===== src/rtl/dbg_trace_pkg.sv =====
package dbg_trace_pkg;
  typedef enum logic [2:0] {
    ST_IDLE  = 3'b000,
    ST_S1    = 3'b001,
    ST_S2    = 3'b010,
    ST_S3    = 3'b011,
    ST_FINAL = 3'b100
  } seq_state_e;
endpackage


===== src/rtl/dbg_seq.sv =====
module dbg_seq
  import dbg_trace_pkg::*;
(
  input  logic       clk_i,
  input  logic       rst_ni,
  input  logic       ctl_we_i,
  input  logic       ctl_arm_i,
  input  logic       trig_adv_i,
  input  logic       trig_final_i,
  input  logic       end_evt_i,
  output logic       armed_o,
  output logic [2:0] state_o,
  output logic       arm_start_o,
  output logic       live_o
);
  seq_state_e state_q, state_d;
  logic       armed_q, armed_d;
  logic       int_stop, sw_stop, arm_start;

  always_comb begin
    arm_start = ctl_we_i & ctl_arm_i & ~armed_q;
    sw_stop   = ctl_we_i & ~ctl_arm_i & armed_q;
    int_stop  = armed_q & (end_evt_i | (state_q == ST_FINAL));
  end

  always_comb begin
    state_d = state_q;
    armed_d = armed_q;
    if (int_stop) begin
      armed_d = 1'b0;
      state_d = ST_IDLE;
    end else if (arm_start) begin
      armed_d = 1'b1;
      state_d = ST_S1;
    end else if (sw_stop) begin
      armed_d = 1'b0;             // last state held
    end else if (armed_q) begin
      if (trig_final_i) state_d = ST_FINAL;
      else if (trig_adv_i) begin
        unique case (state_q)
          ST_S1:   state_d = ST_S2;
          ST_S2:   state_d = ST_S3;
          ST_S3:   state_d = ST_FINAL;
          default: state_d = state_q;
        endcase
      end
    end
  end

  always_ff @(posedge clk_i or negedge rst_ni) begin
    if (!rst_ni) begin
      state_q <= ST_IDLE;
      armed_q <= 1'b0;
    end else begin
      state_q <= state_d;
      armed_q <= armed_d;
    end
  end

  assign armed_o     = armed_q;
  assign state_o     = state_q;
  assign arm_start_o = arm_start;
  assign live_o      = armed_q & ~end_evt_i & (state_q != ST_FINAL);

  p_arm_enter_r2: assert property (@(posedge clk_i) disable iff (!rst_ni)
    (ctl_we_i && ctl_arm_i && !armed_o) |=> (armed_o && state_o == 3'b001));
  p_final_ends_r4: assert property (@(posedge clk_i) disable iff (!rst_ni)
    (state_o == 3'b100) |=> (state_o == 3'b000 && !armed_o));
  p_sw_hold_r5: assert property (@(posedge clk_i) disable iff (!rst_ni)
    (armed_o && !end_evt_i && state_o != 3'b100 && ctl_we_i && !ctl_arm_i)
    |=> (!armed_o && state_o == $past(state_o)));
  p_evt_end_r6: assert property (@(posedge clk_i) disable iff (!rst_ni)
    (armed_o && end_evt_i) |=> (state_o == 3'b000 && !armed_o));
  p_legal_code_r12: assert property (@(posedge clk_i) disable iff (!rst_ni)
    state_o <= 3'b100);
  p_idle_frozen_r3: assert property (@(posedge clk_i) disable iff (!rst_ni)
    (!armed_o && !ctl_we_i) |=> $stable(state_o));
endmodule


===== src/rtl/dbg_trace_buf.sv =====
module dbg_trace_buf #(
  parameter int DATA_W  = 16,
  parameter int LINE_AW = 6
) (
  input  logic               clk_i,
  input  logic               rst_ni,
  input  logic               por_ni,
  input  logic               clr_i,
  input  logic               wr_en_i,
  input  logic [DATA_W-1:0]  wr_data_i,
  input  logic               rd_en_i,
  input  logic [LINE_AW-1:0] rd_addr_i,
  output logic               full_o,
  output logic [LINE_AW:0]   count_o,
  output logic [DATA_W-1:0]  rd_data_o,
  output logic               rd_valid_o
);
  localparam int DEPTH = 1 << LINE_AW;
  localparam logic [LINE_AW-1:0] LAST = LINE_AW'(DEPTH - 1);

  logic [DATA_W-1:0]  mem_q [DEPTH];
  logic [LINE_AW-1:0] wptr_q;
  logic               full_q;

  always_ff @(posedge clk_i) begin
    if (wr_en_i) mem_q[wptr_q] <= wr_data_i;
  end

  always_ff @(posedge clk_i or negedge rst_ni) begin
    if (!rst_ni)       wptr_q <= '0;
    else if (clr_i)    wptr_q <= '0;
    else if (wr_en_i)  wptr_q <= wptr_q + 1'b1;
  end

  // full survives system reset, cleared only by power-on or re-arm
  always_ff @(posedge clk_i or negedge por_ni) begin
    if (!por_ni)                          full_q <= 1'b0;
    else if (clr_i)                       full_q <= 1'b0;
    else if (wr_en_i && wptr_q == LAST)   full_q <= 1'b1;
  end

  assign full_o     = full_q;
  assign count_o    = full_q ? {1'b1, {LINE_AW{1'b0}}} : {1'b0, wptr_q};
  assign rd_valid_o = rd_en_i & (full_q | (rd_addr_i < wptr_q));
  assign rd_data_o  = rd_valid_o ? mem_q[rd_addr_i] : '0;

  p_full_set_r8: assert property (@(posedge clk_i) disable iff (!rst_ni)
    (wr_en_i && !clr_i && count_o == (DEPTH - 1)) |=> full_o);
  p_wrap_r7: assert property (@(posedge clk_i) disable iff (!rst_ni)
    (wr_en_i && !clr_i && wptr_q == LAST) |=> (wptr_q == '0));
  p_clear_r2: assert property (@(posedge clk_i) disable iff (!rst_ni)
    clr_i |=> (!full_o && count_o == '0));
  p_full_sticky_r9: assert property (@(posedge clk_i) disable iff (!por_ni)
    (full_o && !clr_i) |=> full_o);
endmodule


===== src/rtl/dbg_trace_ctrl.sv =====
module dbg_trace_ctrl #(
  parameter int DATA_W  = 16,
  parameter int LINE_AW = 6
) (
  input  logic               clk_i,
  input  logic               rst_ni,
  input  logic               por_ni,
  input  logic               secure_i,
  input  logic               ctl_we_i,
  input  logic               ctl_arm_i,
  input  logic               ctl_trace_i,
  input  logic               trig_adv_i,
  input  logic               trig_final_i,
  input  logic               end_evt_i,
  input  logic               cap_stb_i,
  input  logic [DATA_W-1:0]  cap_data_i,
  input  logic [LINE_AW-1:0] rd_addr_i,
  output logic [2:0]         state_o,
  output logic               armed_o,
  output logic               trace_en_o,
  output logic               full_o,
  output logic [LINE_AW:0]   count_o,
  output logic [DATA_W-1:0]  rd_data_o,
  output logic               rd_valid_o
);
  logic sys_rst_n;
  logic arm_start, live, cap_we, trace_en_q;

  assign sys_rst_n = rst_ni & por_ni;

  dbg_seq u_seq (
    .clk_i        (clk_i),
    .rst_ni       (sys_rst_n),
    .ctl_we_i     (ctl_we_i),
    .ctl_arm_i    (ctl_arm_i),
    .trig_adv_i   (trig_adv_i),
    .trig_final_i (trig_final_i),
    .end_evt_i    (end_evt_i),
    .armed_o      (armed_o),
    .state_o      (state_o),
    .arm_start_o  (arm_start),
    .live_o       (live)
  );

  // trace enable: writable only while disarmed and not secure
  always_ff @(posedge clk_i or negedge sys_rst_n) begin
    if (!sys_rst_n)                              trace_en_q <= 1'b0;
    else if (ctl_we_i && !armed_o && !secure_i)  trace_en_q <= ctl_trace_i;
  end

  assign trace_en_o = trace_en_q;
  assign cap_we     = cap_stb_i & live & trace_en_q & ~secure_i;

  dbg_trace_buf #(.DATA_W(DATA_W), .LINE_AW(LINE_AW)) u_buf (
    .clk_i      (clk_i),
    .rst_ni     (sys_rst_n),
    .por_ni     (por_ni),
    .clr_i      (arm_start),
    .wr_en_i    (cap_we),
    .wr_data_i  (cap_data_i),
    .rd_en_i    (trace_en_q),
    .rd_addr_i  (rd_addr_i),
    .full_o     (full_o),
    .count_o    (count_o),
    .rd_data_o  (rd_data_o),
    .rd_valid_o (rd_valid_o)
  );

  p_trace_lock_r10: assert property (@(posedge clk_i) disable iff (!sys_rst_n)
    (armed_o || secure_i) |=> $stable(trace_en_o));
  p_secure_nocap_r10: assert property (@(posedge clk_i) disable iff (!sys_rst_n)
    (secure_i && !ctl_we_i) |=> $stable(count_o));
  p_rd_gate_r11: assert property (@(posedge clk_i) disable iff (!sys_rst_n)
    !trace_en_o |-> (!rd_valid_o && rd_data_o == '0));
  p_count_top_r8: assert property (@(posedge clk_i) disable iff (!sys_rst_n)
    count_o[LINE_AW] == full_o);
  p_reset_idle_r1: assert property (@(posedge clk_i) disable iff (!sys_rst_n)
    $rose(sys_rst_n) |-> (state_o == 3'b000 && !armed_o && !trace_en_o));
endmodule


===== config.mk =====
export PLATFORM = sky130hd
export DESIGN_NAME = dbg_trace_ctrl
export DESIGN_NICKNAME = d
export VERILOG_FILES = /design/src/rtl/dbg_trace_pkg.sv /design/src/rtl/dbg_seq.sv /design/src/rtl/dbg_trace_buf.sv /design/src/rtl/dbg_trace_ctrl.sv
export SDC_FILE = /design/constraint.sdc
export NUM_CORES = 1
export LEC_CHECK = 0
export BUFFER_PORTS_ARGS = -buffer_cell sky130_fd_sc_hd__buf_2
export CAP_MARGIN = 0
export CORE_AREA = 2 2 287 360
export DETAILED_ROUTE_END_ITERATION = 12
export DIE_AREA = 0 0 289 362
export HOLD_SLACK_MARGIN = 0.15
export MAX_ROUTING_LAYER = met4
export PLACE_DENSITY = 0.65
export SLEW_MARGIN = 20
export SYNTH_ARGS = -nofsm -noshare
export SYNTH_HDL_FRONTEND = slang
export SYNTH_SLANG_ARGS = --single-unit

===== constraint.sdc =====
create_clock -name clk_i -period 7.7 [get_ports clk_i]
set_input_delay 0.385 -clock clk_i [delete_from_list [all_inputs] [get_ports clk_i]]
set_output_delay 0.385 -clock clk_i [all_outputs]
set_load 0.01 [all_outputs]

==> reports/metrics.cfg, run 1 <==
[outcome]
status=complete, no violations

[synthesis]
syn_area_um2=40200
syn_area_per_cell_um2=21.0
synth_nets=1953
yosys_warnings=0
synthFlopType=edfxtp_1
synth_seq_area_share_pct=77.3
synth.distinct_cells=44
synth_edf_count=1024
yosys.area.top_type_share_pct=76.6
synth.ff_latch_count=1036
synthCells=1914
ys_async_sr_fraction_pct=1.16
yosysTopAreaCell=edfxtp_1
synth_area_leaders=edfxtp_1 (77%), mux4_2 (12%), mux2i_1 (1.4%)

[cts]
clk_pin_slew_ns=0.06
clkLatencyLatePin_ns=0.72
cts_root_buf=clkbuf_16
ctsLongestPathBuffers=3
h-tree-depth=3
hold_buffers=11
cts_tree=done
cts_resized=0
cts.sinks=1036
cts_made_buffers=98
post_cts_buffers=0

[hold_path]
whs_path_depth=5
hold_path.class=in2reg
hold_end=u_seq.state_o[0]
hold_start=trig_adv_i

[sta]
slew_viol_final=0
finalCritPeriodShare_pct=61.7
hold_viol_final=0
tns_ns=0
hold-worst-slack_ns=0.263
slew_headroom_pct=25.6
tightest_slew_ns=1.11
clock_skew_ns=0.0532
fin_crit_ns=4.75
max_freq_mhz=211
setup_viol=0
rsz0062_at_grt=no

[route]
routed_wl_um=97000
vias_per_cell=5.71
first_pass_iters=6
ant_nets=0
drtIter0Drc=2209
routedWlPerCell_um=27.9
remaining_drc_errors=0
routed-via-count=19900

[worst_setup_path]
critical_path_class=in2out
timing.rr.start=trace_en_o
crit_arrival_ns=4.36
cp_max_fo=69
start_kind=input port
cp.required_ns=7.32
r2r_setup_slack_ns=4.03
cp-startpoint=rd_addr_i[0]
rr_worst_depth=5
r2r-end=u_buf.mem_q[31][7]
critPathCaptureType=output port

[die]
boundaryPins=63
coreArea_um2=101000
dieHeight_um=362
die_w_um=289
die-area_um2=105000
rows=131
floorplan.initialDensity_pct=39.6

[cells_and_area]
final_nets=2112
final_layout_size_suffix_gt1_share_pct=26.0
syn_to_final_growth_pct=13.6
stdcell_count=3480
final_cell_area_um2=45600

[place]
placedCellCount=3292
place_hpwl_um=57800
portBuffers=62
post_dp_cell_area_um2=42300
gp_congestion=0.874

[global_routing]
grt_pass1_vias=20200
grt_max_degree=134
grt_pass1_wl_um=141000
overflow=0
antenna_found_initial=1
grt_usage_pct=19.2

[power]
p_sw_mw=2.49
clockPowerShare_pct=41.2
internal-power_mw=9.10
p_total_mw=11.6
p_sw_share_pct=21.5
power_density_nw_per_um2=254
power_frac_seq_pct=53.7
irDropWorstVdd_mv=0.196
p_leak_nw=14.4
pwr-share-comb_pct=5.1

[job]
drv_cap=0

-- worst max path at each step --
stage                               endpoint  slack (ns)  cells after the start
after CTS                       rd_data_o[6]        2.79                      9
after global routing           rd_data_o[10]        2.64                      9
after global placement          rd_data_o[8]        2.51                      8
after floorplan           u_buf.mem_q[59][0]        5.02                      5
after detailed placement        rd_data_o[6]        2.81                      9
final                          rd_data_o[10]        2.95                      9
-- per-layer routing --
| layer | part of all wire [%] | global-route usage (%) | routed length (um) | vias up |
|---|---|---|---|---|
| met5 | 0 | - | 0 | - |
| met4 | 3.8 | 7.39 | 3690 | 0 |
| met3 | 8.0 | 3.67 | 7800 | 180 |
| met2 | 50 | 31.0 | 48500 | 875 |
| met1 | 38 | 24.0 | 37100 | 10500 |
| li1 | - | - | - | 8318 |
-- final cells by class --
type / count / area [um^2]
multi-input combinational: 758 / 8460
antenna: 2 / 5.00
tap: 1330 / 1660
clock inverter: 61 / 667
inverter: 10 / 37.5
fill: 8431 / 55700
timing repair buffer: 169 / 1190
clock buffer: 114 / 2510
sequential: 1036 / 31000
-- sequential cells by signal, indices dropped and copies added, names as in the netlist --
| signal | flops |
|---|---|
| u_buf.mem_q | 1024 |
| u_buf.wptr_q | 6 |
| u_seq.state_o | 3 |
| trace_en_o | 1 |
| u_buf.full_o | 1 |
| u_seq.armed_o | 1 |
-- stage by stage --
step | worst slack [ns] | util, %
after floorplan | 5.02 | -
after global placement | 2.51 | 41.7
after detailed placement | 2.81 | 41.8
after CTS | 2.79 | 45.0
after global routing | 2.64 | 45.0
final | 2.95 | 45.0
-- synthesized netlist by cell type, types with 10 or more instances --
cell,n
edfxtp_1,1024
mux4_2,208
nor2_1,108
mux2i_1,58
a22oi_1,48
mux2_2,45
nor4_1,43
buf_2,42
o22ai_1,38
clkbuf_1,32
nand2_1,28
nor2b_1,28
a21oi_1,22
a211oi_1,21
a31oi_1,17
a2111oi_0,16
and3_1,16
buf_4,16
buf_6,15
dfrtp_1,12
a22o_1,10
-- worst max-delay path, cell delays in order --
cell and delay [ns]:
buf_8 0.44, buf_4 0.70, buf_12 0.49, mux4_2 0.57, a22oi_1 0.25, a21oi_1 0.10
nor4_1 0.86, nor4_1 0.19, buf_2 0.21
-- power by group through the flow --
| stage | sequential, mW | clock [mW] | combinational (mW) |
|---|---|---|---|
| 2_1_floorplan | 6.34 | 0 | 0.319 |
| 3_3_place_gp | 6.35 | 0 | 0.567 |
| 3_5_place_dp | 6.35 | 0 | 0.579 |
| 4_1_cts | 6.23 | 4.86 | 0.591 |
| 5_1_grt | 6.23 | 5.06 | 0.622 |
| 6_report | 6.23 | 4.78 | 0.588 |
-- kinds of logic (layout without fill, tap and decap cells) --
family | Yosys count | count (layout) | share of synthesized area, %
adder cells (fa/ha/maj) | 6 | 6 | 0.187
AND/OR/NAND/NOR | 258 | 258 | 3.17
AO/OA/AOI/OAI | 179 | 179 | 3.17
other | 0 | 2 | 0
XOR/XNOR | 4 | 4 | 0.0872
buffers and inverters | 120 | 354 | 1.68
multiplexers | 311 | 311 | 14.4
flip-flops | 1036 | 1036 | 77.3
-- cell usage in the layout, fill, tap and decap left out, drive strengths merged, types with 29 or more instances in the layout --
| master | synthesis | layout |
|---|---|---|
| a22oi | 48 | 48 |
| buf | 78 | 157 |
| clkbuf | 32 | 114 |
| clkinv | 1 | 46 |
| edfxtp | 1024 | 1024 |
| mux2 | 45 | 45 |
| mux2i | 58 | 58 |
| mux4 | 208 | 208 |
| nand2 | 29 | 29 |
| nor2 | 108 | 108 |
| nor4 | 43 | 43 |
| o22ai | 38 | 38 |
(Power assumes the default switching activity.)
==> run 2: changes to the inputs <==
--- a/config.mk
+++ b/config.mk
@@ -5,11 +5,12 @@
 export SDC_FILE = /design/constraint.sdc
 export NUM_CORES = 1
 export LEC_CHECK = 0
+export ABC_AREA = 1
 export BUFFER_PORTS_ARGS = -buffer_cell sky130_fd_sc_hd__buf_2
 export CAP_MARGIN = 0
-export CORE_AREA = 2 2 287 360
+export CORE_AREA = 2 2 304 381
 export DETAILED_ROUTE_END_ITERATION = 12
-export DIE_AREA = 0 0 289 362
+export DIE_AREA = 0 0 306 383
 export HOLD_SLACK_MARGIN = 0.15
 export MAX_ROUTING_LAYER = met4
 export PLACE_DENSITY = 0.65
==> constraint.sdc (replaced) <==
create_clock -name clk_i -period 4.64 [get_ports clk_i]
set_input_delay 0.232 -clock clk_i [delete_from_list [all_inputs] [get_ports clk_i]]
set_output_delay 0.232 -clock clk_i [all_outputs]
set_load 0.01 [all_outputs]
==> run 2 against run 1 <==
  * Total power rose by 70%
  * Hold slack got worse by 0.038 ns
  * Critical path depth did not move
  * Cell area rose by 10%
  * Cell count rose by 70%
  * First-iteration DRC count rose by 38%
  * Largest power group unchanged
  * Sequential power rose by 65%
  * Sequential share of layout area fell by 6.4 points
  * Synthesized cell count rose by 120%
  * Core utilization fell by 0.81 points
  * Clock-buffer cell count fell by 1
==> reports/metrics.cfg, run 2 <==
[place]
gp_congestion=0.891
post_dp_cell_area_um2=47000
place_hpwl_um=69300
placedCellCount=5714
portBuffers=62

[die]
die_w_um=306
coreArea_um2=114000
die-area_um2=117000
floorplan.initialDensity_pct=39.5
rows=139
dieHeight_um=383
boundaryPins=63

[sta]
slew_viol_final=0
clock_skew_ns=0.0213
tns_ns=0
setup_viol=0
finalCritPeriodShare_pct=84.9
rsz0062_at_grt=no
fin_crit_ns=3.94
tightest_slew_ns=1.17
slew_headroom_pct=21.7
hold_viol_final=0
max_freq_mhz=254

[cts]
cts.sinks=1036
h-tree-depth=3
cts_root_buf=clkbuf_16
cts_tree=done
cts_made_buffers=97
ctsLongestPathBuffers=3
cts_resized=0
clk_pin_slew_ns=0.06
clkLatencyLatePin_ns=0.69
post_cts_buffers=0

[synthesis]
ys_async_sr_fraction_pct=1.16
synth_edf_count=1024
synthFlopType=edfxtp_1
synth.ff_latch_count=1036
yosys.area.top_type_share_pct=68.3
syn_area_per_cell_um2=10.5
yosysTopAreaCell=edfxtp_1
yosys_warnings=0
yosysMostFrequentCell=nand2_1
synth.distinct_cells=31
synthCells=4280
synth_area_leaders=edfxtp_1 (68%), nand2_1 (11%), nand3_1 (8.7%)
synth_common_cells=nand2_1 (1324), edfxtp_1 (1024), nand3_1 (778)
synth_nets=4319
syn_area_um2=45000
synth_seq_area_share_pct=69.0

[route]
first_pass_iters=6
vias_per_cell=5.11
routedWlPerCell_um=20.6
routed-via-count=30200
ant_nets=0
drtIter0Drc=3040
routed_wl_um=122000
remaining_drc_errors=0

[worst_setup_path]
rr_worst_depth=7
cp.required_ns=4.41
start_kind=flip-flop
crit_arrival_ns=3.71
cp_max_fo=17
timing.rr.start=trace_en_o
critPathCaptureType=output port
cp-startpoint=u_buf.wptr_q[5]
critical_path_class=reg2out

[cells_and_area]
syn_to_final_growth_pct=11.9
final_cell_area_um2=50400
layout_commonest_cell=nand2_1
final_nets=4390
largest_reg_flops=1024
final_cell_mix=nand2_1 (1324), edfxtp_1 (1024), nand3_1 (778), inv_1 (604), nor2_1 (152)
final_layout_size_suffix_gt1_share_pct=8.63
utilization_pct=44.2
stdcell_count=5908
top_register=u_buf.mem_q
reg_top3=u_buf.mem_q: 1024 flops, u_buf.wptr_q: 6 flops, u_seq.state_o: 3 flops

[power]
power_density_nw_per_um2=391
p_sw_share_pct=22.7
p_total_mw=19.7
irDropWorstVdd_mv=0.251
pwr-share-comb_pct=7.0
clockPowerShare_pct=40.6
p_leak_nw=20.6
power_frac_seq_pct=52.4
p_sw_mw=4.46
internal-power_mw=15.2

[hold_path]
hold_start=cap_data_i[11]
hold_path.class=in2reg
whs_path_depth=1

[outcome]
status=complete, no violations

[global_routing]
overflow=0
grt_pass1_wl_um=182000
grt_pass1_vias=29300
grt_usage_pct=21.3
grt_max_degree=164
antenna_found_initial=4

[job]
drv_cap=0

-- run 2: cell types whose count changed after synthesis, sizes merged, moves of 45 or more --
cell	before	now
a22oi	48	0
buf	78	167
inv	9	608
mux2	45	0
mux2i	58	0
mux4	208	0
nand2	29	1324
nand3	10	778
nor2	108	153
or2	1	100
-- run 2: logic make-up (layout without fill, tap and decap cells) --
kind of cell    count (synthesis)  count (layout)  share of synthesized area [%]
other cells                     0               2                              0
simple gates                 2365            2365                           22.5
compound gates                 40              40                          0.506
fa+ha+maj                       6               6                          0.167
buf+inv                       833             979                           7.84
flops                        1036            1036                           69.0
-- run 2: final timing paths --
kind	end	slack, ns
worst max-delay path	rd_data_o[15]	0.70
worst min-delay path	u_buf.mem_q[34][11]	0.22
worst max register to register	u_buf.mem_q[18][4]	1.25
worst min register to register	u_buf.wptr_q[4]	0.64
max in group asynchronous	trace_en_o	3.88
min in group asynchronous	u_buf.wptr_q[3]	0.35
-- run 2: area by class of cell --
class                   count  area, um^2
clock buffers             113        2500
diodes                      2        5.00
fillers                 10300       63600
inverters                 609        2310
repair buffers            196        1530
flip-flops and latches   1036       31000
well taps                1480        1850
clock inverters            61         664
multi-input cells        2411       10400
-- run 2: worst max-delay path: stages, from the launching register on --
cell and delay [ns]:
dfrtp_1 0.58, inv_1 0.23, ha_1 0.33, a21oi_1 0.16
o21a_1 0.13, nand2_1 0.08, a21oi_4 0.60, nand2_1 0.31
nor2_1 0.39, buf_2 0.21
-- run 2: routing by layer --
layer	wire [um]	share of wire [%]	track usage, %
met1	47600	39	25.5
met2	59300	49	34.8
met3	8190	6.7	3.23
met4	6550	5.4	11.2
met5	0	0	-
-- run 2: repair_timing --
action / CTS / global route
hold buffers: 18 / 0
setup endpoints to repair: 0 / 0
endpoints found under the hold margin: 26 / 0
-- run 2: through the flow --
stage,hold slack (ns),worst slack [ns]
floorplan,-0.0636,2.02
global placement,0.0152,1.29
detailed placement,0.0162,1.22
CTS,0.204,0.798
global route,0.235,0.622
finish,0.225,0.699
-- run 2: power by group through the flow --
| stage | clock, mW | combinational [mW] | sequential, mW |
|---|---|---|---|
| 3_3_place_gp | 0 | 1.32 | 10.5 |
| 2_1_floorplan | 0 | 0.746 | 10.5 |
| 3_5_place_dp | 0 | 1.33 | 10.5 |
| 5_1_grt | 8.46 | 1.48 | 10.3 |
| 4_1_cts | 8.11 | 1.36 | 10.3 |
| 6_report | 8.00 | 1.37 | 10.3 |
